<file path="config.mk">
export PLATFORM = sky130hd
export DESIGN_NAME = fileAluCore
export DESIGN_NICKNAME = d
export VERILOG_FILES = /design/src/rtl/fileAluPkg.sv /design/src/rtl/fileAluCtrl.sv /design/src/rtl/fileAluPath.sv /design/src/rtl/fileAluCore.sv
export SDC_FILE = /design/constraint.sdc
export NUM_CORES = 1
export LEC_CHECK = 0
export BUFFER_PORTS_ARGS = -buffer_cell sky130_fd_sc_hd__buf_2
export CELL_PAD_IN_SITES_DETAIL_PLACEMENT = 1
export CELL_PAD_IN_SITES_GLOBAL_PLACEMENT = 2
export CORE_ASPECT_RATIO = 0.75
export CORE_MARGIN = 3
export CORE_UTILIZATION = 24
export CTS_BUF_LIST = sky130_fd_sc_hd__clkbuf_4
export DETAILED_ROUTE_END_ITERATION = 7
export PLACE_DENSITY_LB_ADDON = 0.08
export SYNTH_ARGS = -nofsm -noshare
export SYNTH_HDL_FRONTEND = slang
export SYNTH_HIERARCHICAL = 1
export SYNTH_SLANG_ARGS = --single-unit
</file>
<file path="constraint.sdc">
create_clock -name clk -period 4.7 [get_ports clk]
set_clock_uncertainty 0.1 [all_clocks]
set_input_delay 0.94 -clock clk [delete_from_list [all_inputs] [get_ports clk]]
set_output_delay 0.94 -clock clk [all_outputs]
set_load 0.02 [all_outputs]
</file>
<file path="src/rtl/fileAluPkg.sv">
package fileAluPkg;

  typedef enum logic [2:0] {
    OP_NONE  = 3'd0,
    OP_INC   = 3'd1,
    OP_DECSZ = 3'd2,
    OP_INCSZ = 3'd3,
    OP_ORLIT = 3'd4,
    OP_ORREG = 3'd5
  } opCode_e;

  typedef enum logic [1:0] {
    ALU_INC = 2'd0,
    ALU_DEC = 2'd1,
    ALU_OR  = 2'd2
  } aluSel_e;

  typedef struct packed {
    logic    toW;
    logic    toFile;
    logic    zUpd;
    logic    skipOp;
    logic    useLit;
    aluSel_e aluSel;
  } strobe_t;

endpackage

</file>
<file path="src/rtl/fileAluCtrl.sv">
module fileAluCtrl
  import fileAluPkg::*;
(
  input  logic          opValid,
  input  logic [2:0]    opCode,
  input  logic          destSel,
  output strobe_t       strobe
);

  logic    active;
  logic    litOp;
  logic    zOp;
  logic    skipKind;
  aluSel_e sel;

  always_comb begin
    active   = opValid;
    litOp    = 1'b0;
    zOp      = 1'b0;
    skipKind = 1'b0;
    sel      = ALU_OR;
    case (opCode)
      OP_INC:   begin sel = ALU_INC; zOp = 1'b1; end
      OP_DECSZ: begin sel = ALU_DEC; skipKind = 1'b1; end
      OP_INCSZ: begin sel = ALU_INC; skipKind = 1'b1; end
      OP_ORLIT: begin sel = ALU_OR;  zOp = 1'b1; litOp = 1'b1; end
      OP_ORREG: begin sel = ALU_OR;  zOp = 1'b1; end
      default:  active = 1'b0;
    endcase
  end

  always_comb begin
    strobe.aluSel = sel;
    strobe.useLit = litOp;
    strobe.toW    = active && (litOp || !destSel);
    strobe.toFile = active && !litOp && destSel;
    strobe.zUpd   = active && zOp;
    strobe.skipOp = active && skipKind;
  end

endmodule

</file>
<file path="src/rtl/fileAluPath.sv">
module fileAluPath
  import fileAluPkg::*;
#(
  parameter int DATA_W = 8,
  parameter int ADDR_W = 7
) (
  input  logic              clk,
  input  logic              rstN,
  input  strobe_t           strobe,
  input  logic [ADDR_W-1:0] fileAddr,
  input  logic [DATA_W-1:0] literal,
  input  logic [DATA_W-1:0] fileRdData,
  output logic              wWrEn,
  output logic [DATA_W-1:0] wWrData,
  output logic              fileWrEn,
  output logic [ADDR_W-1:0] fileWrAddr,
  output logic [DATA_W-1:0] fileWrData,
  output logic              zeroResult,
  output logic [DATA_W-1:0] wValue,
  output logic              zFlag
);

  localparam logic [DATA_W-1:0] ONE = DATA_W'(1);

  logic [DATA_W-1:0] wReg;
  logic              zReg;
  logic [DATA_W-1:0] orOperand;
  logic [DATA_W-1:0] result;
  logic              resultZero;

  assign orOperand = strobe.useLit ? literal : fileRdData;

  always_comb begin
    case (strobe.aluSel)
      ALU_INC: result = fileRdData + ONE;
      ALU_DEC: result = fileRdData - ONE;
      default: result = wReg | orOperand;
    endcase
  end

  assign resultZero = (result == '0);

  assign wWrEn      = strobe.toW;
  assign wWrData    = result;
  assign fileWrEn   = strobe.toFile;
  assign fileWrAddr = fileAddr;
  assign fileWrData = result;
  assign zeroResult = strobe.skipOp && resultZero;

  always_ff @(posedge clk) begin
    if (!rstN) begin
      wReg <= '0;
      zReg <= 1'b0;
    end else begin
      if (strobe.toW) wReg <= result;
      if (strobe.zUpd) zReg <= resultZero;
    end
  end

  assign wValue = wReg;
  assign zFlag  = zReg;

endmodule

</file>
<file path="src/rtl/fileAluCore.sv">
module fileAluCore
  import fileAluPkg::*;
#(
  parameter int DATA_W = 8,
  parameter int ADDR_W = 7
) (
  input  logic              clk,
  input  logic              rstN,
  input  logic              opValid,
  input  logic [2:0]        opCode,
  input  logic [ADDR_W-1:0] fileAddr,
  input  logic              destSel,
  input  logic [DATA_W-1:0] literal,
  input  logic [DATA_W-1:0] fileRdData,
  output logic              wWrEn,
  output logic [DATA_W-1:0] wWrData,
  output logic              fileWrEn,
  output logic [ADDR_W-1:0] fileWrAddr,
  output logic [DATA_W-1:0] fileWrData,
  output logic              zeroResult,
  output logic [DATA_W-1:0] wValue,
  output logic              zFlag
);

  strobe_t strobe;

  fileAluCtrl uCtrl (
    .opValid (opValid),
    .opCode  (opCode),
    .destSel (destSel),
    .strobe  (strobe)
  );

  fileAluPath #(.DATA_W(DATA_W), .ADDR_W(ADDR_W)) uPath (
    .clk        (clk),
    .rstN       (rstN),
    .strobe     (strobe),
    .fileAddr   (fileAddr),
    .literal    (literal),
    .fileRdData (fileRdData),
    .wWrEn      (wWrEn),
    .wWrData    (wWrData),
    .fileWrEn   (fileWrEn),
    .fileWrAddr (fileWrAddr),
    .fileWrData (fileWrData),
    .zeroResult (zeroResult),
    .wValue     (wValue),
    .zFlag      (zFlag)
  );

endmodule

</file>
After elaboration in Yosys (flattened, before gate mapping)
Index checks and enable logic that the tools add are counted.

word-level totals
  register bits after elaboration = 9
  input port bits = 30
  logic and storage cells = 33

operators by class
  $add $sub $neg = 2
  eq/ne operators = 6
  multiplexer cells = 7
  bitwise logic cells = 1
  reductions and logical operators = 15

operators by type and width
  cell                                               count
  one-hot mux 8 bit (2 select lines)                 1
  adder 8 x 1 -> 8 bit (second input constant)       1
  logical NOT 8 bit                                  1
  two-way mux 8 bit                                  1
  OR 8 bit                                           1
  subtractor 8 x 1 -> 8 bit (second input constant)  1
  == test 3 x 2 -> 1 bit (second input constant)     2
  == test 3 bit (second input constant)              2
  logical AND 1 bit                                  6
  OR reduction 5 bit                                 1
  two-way mux 1 bit                                  4
  one-hot mux 2 bit (2 select lines)                 1
  OR reduction 2 bit                                 2
  == test 3 x 1 -> 1 bit (second input constant)     1
  OR reduction 3 bit                                 1
  == test 2 x 1 -> 1 bit (second input constant)     1
  logical NOT 1 bit                                  2
  logical NOT 2 bit                                  1
  logical OR 1 bit                                   1

Logic depth before layout (Yosys ltp)
Gate-level depths: netlist (run 1).

  depth after elaboration = 7
  depth in mapped cells = 12
  depth with buffers taken out = 11

Hierarchy
Netlist (run 1), hierarchy kept.

modules (own cells, without submodules)
  module       instances  cells each  area each (µm²)  seq. area each (µm²)
  fileAluPath  1          122         1,013.5          180.2
  fileAluCtrl  1          22          145.1            0.0

Worst setup path after synthesis (run 1)
OpenSTA, ideal clock, no wires.

  kind = input -> output
  start = in opCode[1]
  end = out zeroResult
  arrival = 3.389 ns
  slack = 0.271 ns
  cell stages on the path = 12
  path buffers = 1
  cells stage by stage = inv_1 -> nor3_1 -> buf_2 -> nand2b_1 -> xnor2_1 -> ha_1 -> nor3b_1 -> nor3_1 -> o31ai_1 -> or4_1 -> nor3_2 -> and3_1

RTL lines
  what                RTL line           RTL
  start: declaration  fileAluCore.sv:10  input logic [2:0] opCode,
  end: declaration    fileAluCore.sv:20  output logic zeroResult,

==> results of run 1 <==
## kinds of logic after synthesis
family | count (synthesis) | share of synthesized area [%]
flip-flops | 9 | 15.6
buffers and inverters | 33 | 19.0
AND/OR/NAND/NOR | 54 | 30.5
multiplexers | 12 | 10.7
XOR/XNOR | 4 | 3.02
adder cells (fa/ha/maj) | 3 | 3.24
AO/OA/AOI/OAI | 29 | 18.0
## power by group through the flow
stage	clock (mW)	sequential, mW	combinational, mW
6_report	0.0631	0.0843	0.144
3_3_place_gp	0	0.0859	0.144
3_5_place_dp	0	0.0861	0.144
5_1_grt	0.0688	0.0852	0.157
2_1_floorplan	0	0.0904	0.107
4_1_cts	0.0666	0.0845	0.145
## flip-flops by register name, indices dropped and copies added, names as in the netlist
| signal | cells |
|---|---|
| uPath/wValue | 8 |
| uPath/zFlag | 1 |
## cell type report
type / instances / area, um2 / share of cell area [%]
multi-input cells: 102 / 771 / 56.1
repair buffers: 56 / 295 / 21.5
flip-flops and latches: 9 / 180 / 13.1
well taps: 57 / 71.3 / 5.19
clock buffers: 4 / 30.0 / 2.19
inverters: 7 / 26.3 / 1.91
## stage by stage
step / power, mW / cells
floorplan: 0.197 / 144
global route: 0.311 / 235
detailed placement: 0.230 / 231
global placement: 0.230 / 231
finish: 0.291 / 235
CTS: 0.296 / 235
## final timing paths
check,cells past startpoint,slack (ns),from,end
worst max-delay path,13,0.32,opCode[1],zeroResult
worst min-delay path,2,0.44,uPath/wValue[6],uPath/wValue[6]
worst max register to register,5,2.90,uPath/wValue[0],uPath/zFlag
worst min register to register,2,0.44,uPath/wValue[6],uPath/wValue[6]
## timing repair
action	in CTS	in global routing
gates resized for setup	0	3
hold endpoints to repair	0	0
setup endpoints to repair	0	1
hold buffers	0	0
## cell usage in the layout (no fill, tap or decap), types with 4 or more instances in the layout
cell type,count
inv_1,6
nor2_1,7
and3_1,4
a21oi_1,4
nand2b_1,4
nor4b_1,4
o21ai_0,7
buf_4,6
mux2i_1,9
buf_2,50
nor2b_1,13
dfxtp_1,9
clkbuf_4,4
## critical path, cell delays in order
cell	delay, ns
buf_2	0.16
inv_1	0.09
nor3_2	0.18
nand2b_1	0.13
xnor2_1	0.19
ha_2	0.27
nor2b_1	0.21
o21a_1	0.13
o31ai_1	0.07
or4_1	0.49
nor3_2	0.14
and3_1	0.17
buf_2	0.15
## per-layer routing
metal	vias up	share of wire, %	global-route usage [%]
li1	576	-	-
met1	526	54	19.4
met2	25	41	18.8
met3	8	4.5	1.62
met4	0	0.88	2.92
met5	-	0	0
==> results_dict.tcl, run 1 <==
set metrics [dict create \
    status "completed" \
    whs_ns 0.444 \
    critPathArrivalTime_ns 3.34 \
    grt_overflow_total 0 \
    synth_most_common_cell "buf_4" \
    drv_slew 0 \
    clockBufferDepth 2 \
    post_drt_wl_per_cell_um 15.5 \
    grtUsageTotal_pct 12.7 \
    antenna_cells 0 \
    ys_types 50 \
    routed_wl_um 3640 \
    switchingPower_uw 117 \
    cts-root-buf "clkbuf_4" \
    post-dp-hpwl_um 2980 \
    yosys.area.top_type "dfxtp_1" \
    detail-route-antenna-nets 0 \
    htreeDepth 1 \
    synth_top_area_share_pct 15.6 \
    cp_max_fo 8 \
    start_util_pct 25.5 \
    dieArea_um2 5710 \
    area_delta_synth_final_pct 18.6 \
    insertion_delay_ns 0.25 \
    core-area_um2 4550 \
    synth_commonest_cells "buf_4 (19), nor2b_1 (13), dfxtp_1 (9), mux2i_1 (9)" \
    grt_pass1_vias 1102 \
    synth.net_count 177 \
    hold_path_class "reg -> reg" \
    cts_setup_buffers 0 \
    drive_gt1_share_pct 41.0 \
    p_int_uw 173 \
    synth.top_cells.by_area "dfxtp_1 (16%), buf_4 (12%), mux2i_1 (7.8%)" \
    fmax_mhz 229 \
    setup_slack_ns 0.324 \
    cp-start-kind "primary input" \
    synthFlopType "dfxtp_1" \
    fin_util_pct 30.2 \
    combinationalPowerShare_pct 49.3 \
    drc 0 \
    power.density_nw_per_um2 212 \
    leakage_nw 0.600 \
    clock-sinks 9 \
    netSwitchingFraction_pct 40.4 \
    ios 65 \
    grt_pass1_wl_um 5780 \
    cp.required_ns 3.66 \
    drt-initial-drc-count 35 \
    synthCells 144 \
    finalCritPeriodShare_pct 93.1 \
    hold_viol 0 \
    pwr-share-seq_pct 29.0 \
    place_congestion 0.724 \
    yosysSeqAreaShare_pct 15.6 \
    num_vias 1135 \
    drt-vias-per-instance 4.83 \
    pre_cts_ws_ns 0.208 \
    relSlewSlack_pct 60.6 \
    worstMarginPinSlew_ns 0.591 \
    rsz0062_at_grt "false" \
    p_clk_share_pct 21.7 \
    synthArstFlopShare_pct 0 \
    rows 21 \
    syn_avg_cell_area_um2 8.05 \
    peakVddDrop_v 0.000152 \
    timing.final.crit_period_ns 4.38 \
    antenna_found_initial 0 \
    cts_buffers 3 \
    max-cap-violations 0 \
    port_buffers 50 \
    worstSetupEndpointType "primary output" \
    synthesis.area_um2 1160 \
    first_pass_iters 4 \
    nFillCells 571 \
    fin_tns_setup_ns 0 \
    setup_violations 0 \
    die_x_um 86.2 \
    post_dp_cell_area_um2 1330 \
    synth_seq_cells 9 \
    timing_worst_setup_path_type "in -> out" \
    die_h_um 66.2 \
    grt_max_degree 15 \
    clkTransAtPathRegs_ns 0.06 \
    synth_edf_count 0 \
    cts_tree "done" \
    yosys_warnings 6 \
    final_area_um2 1370 \
    fin_nets 212 \
]
Power figures use the tool's default switching activity.
==> inputs of run 2 (changes only) <==
- CORE_UTILIZATION: 24 -> 23
- CTS_BUF_LIST: sky130_fd_sc_hd__clkbuf_4 -> sky130_fd_sc_hd__clkbuf_16
==> run 2 against run 1 <==
Maximum frequency decreased by 1.4%. Non-clock buffer count up 1. Global-route usage grew 1.2 points. Power up 31%. Cell area increased by 3.8%. Critical path depth fell by 2. Hold slack better by 0.0062 ns. Largest cell class unchanged.
==> results_dict.tcl, run 2 (same netlist as run 1, synthesis figures left out) <==
set metrics [dict create \
    status "completed" \
    fin_tns_setup_ns 0 \
    grt_pass1_vias 1229 \
    routed_wl_um 4040 \
    r2r-start "uPath/wValue[0]" \
    cts_resized 0 \
    cts_setup_buffers 0 \
    worstMarginPinSlew_ns 0.653 \
    worstSetupEndpointType "primary output" \
    crit_family "simple AND/OR/NAND/NOR gates" \
    dieArea_um2 5930 \
    first_pass_iters 4 \
    timing_worst_setup_path_type "in -> out" \
    peakVddDrop_v 0.000118 \
    power.density_nw_per_um2 267 \
    cp_max_fo 11 \
    port_buffers 50 \
    die_h_um 67.5 \
    grt_max_degree 15 \
    hold_path_class "reg -> reg" \
    htreeDepth 1 \
    detail-route-antenna-nets 0 \
    rr_endpoint "uPath/zFlag" \
    clock-sinks 9 \
    postCtsHoldBufs 0 \
    cp.depth 11 \
    crit_top_cell "buf_2" \
    crit_end "zeroResult" \
    cts_buffers 3 \
    die_x_um 88.0 \
    hold_viol 0 \
    area_delta_synth_final_pct 23.1 \
    cts-root-buf "clkbuf_16" \
    relSlewSlack_pct 56.4 \
    whs_ns 0.450 \
    start_util_pct 24.9 \
    path_cells "buf_2 > inv_1 > nor3_1 > buf_4 > and4b_4 > or3_1 > a31o_1 > or4_1 > nor3_2 > and3_1 > buf_2" \
    cts_tree "done" \
    finalNonFillerCells 236 \
    grtUsageTotal_pct 13.9 \
    max-cap-violations 0 \
    reg2regPathDepth 5 \
    post-dp-hpwl_um 3250 \
    ios 65 \
    drive_gt1_share_pct 40.8 \
    fmax_mhz 225 \
    rsz0062_at_grt "false" \
    nFillCells 578 \
    finalCritPeriodShare_pct 94.4 \
    final_common_cell "buf_2" \
    clkTransAtPathRegs_ns 0.04 \
    antenna_found_initial 0 \
    timing.final.crit_period_ns 4.44 \
    cpMaxStageDelayCell "or4_1" \
    cp-start-kind "primary input" \
    grt_pass1_wl_um 6310 \
    drt-vias-per-instance 5.05 \
    largest_register_ffs 8 \
    rows 21 \
    mostFrequentLayoutCells "buf_2 (50), nor2b_1 (13), mux2i_1 (9), dfxtp_1 (9)" \
    reg2reg_slack_ns 2.85 \
    fin_util_pct 30.7 \
    insertion_delay_ns 0.24 \
    setup_violations 0 \
    grt_overflow_total 0 \
    fin_nets 213 \
    post_drt_wl_per_cell_um 17.1 \
    leakage_nw 0.627 \
    core-area_um2 4650 \
    num_vias 1192 \
    register_area_um2 180 \
    placed_cells 232 \
    multiInputGateArea_um2 766 \
    critPathArrivalTime_ns 3.40 \
    antenna_cells 0 \
    critPathLaunch "opCode[1]" \
    hold_depth 2 \
    hold_start "uPath/wValue[0]" \
    place_congestion 0.741 \
    drv_slew 0 \
    cp_slowest_stage_delay_ns 0.44 \
    drc 0 \
    setup_slack_ns 0.263 \
    critPathBufInv 4 \
    clockBufferDepth 2 \
    cp.required_ns 3.66 \
    pre_cts_ws_ns 0.171 \
    drt-initial-drc-count 84 \
]
[run 2: metal layers]
metal,vias to the layer above,part of all wire (%),track usage (%)
met3,10,6.0,4.15
met5,-,0,0
met1,566,50,18.5
met4,0,0.82,2.87
li1,580,-,-
met2,36,44,22.4
[run 2: worst min path at each step]
stage	end	slack (ns)
after CTS	uPath/wValue[5]	0.45
after global routing	uPath/wValue[5]	0.48
after global placement	uPath/wValue[5]	0.43
after floorplan	uPath/wValue[0]	0.50
after detailed placement	uPath/wValue[5]	0.45
final	uPath/wValue[0]	0.45
[run 2: layout make-up]
type	instances	share of cell area, %
well taps	57	5.00
multi-input cells	102	53.7
clock inverters	1	0.351
flip-flops and latches	9	12.6
inverters	7	1.84
clock buffers	3	5.26
repair buffers	57	21.2
[run 2: power breakdown]
part / switching (mW) / internal [mW] / leakage [nW] / total, mW
clock network: 0.0388 / 0.112 / 0.0409 / 0.151
registers: 0.00378 / 0.0811 / 0.0733 / 0.0849
logic: 0.0905 / 0.0543 / 0.513 / 0.145
total: 0.133 / 0.248 / 0.627 / 0.381
[run 2: worst min-delay path, stage by stage (launching register included)]
cell and delay [ns]:
dfxtp_1 0.32, mux2i_1 0.13, nor2b_1 0.06
[run 2: stage by stage]
step	area [um2]	power, mW
floorplan	1160	0.197
global placement	1340	0.230
detailed placement	1340	0.232
CTS	1420	0.387
global route	1430	0.405
finish	1430	0.381
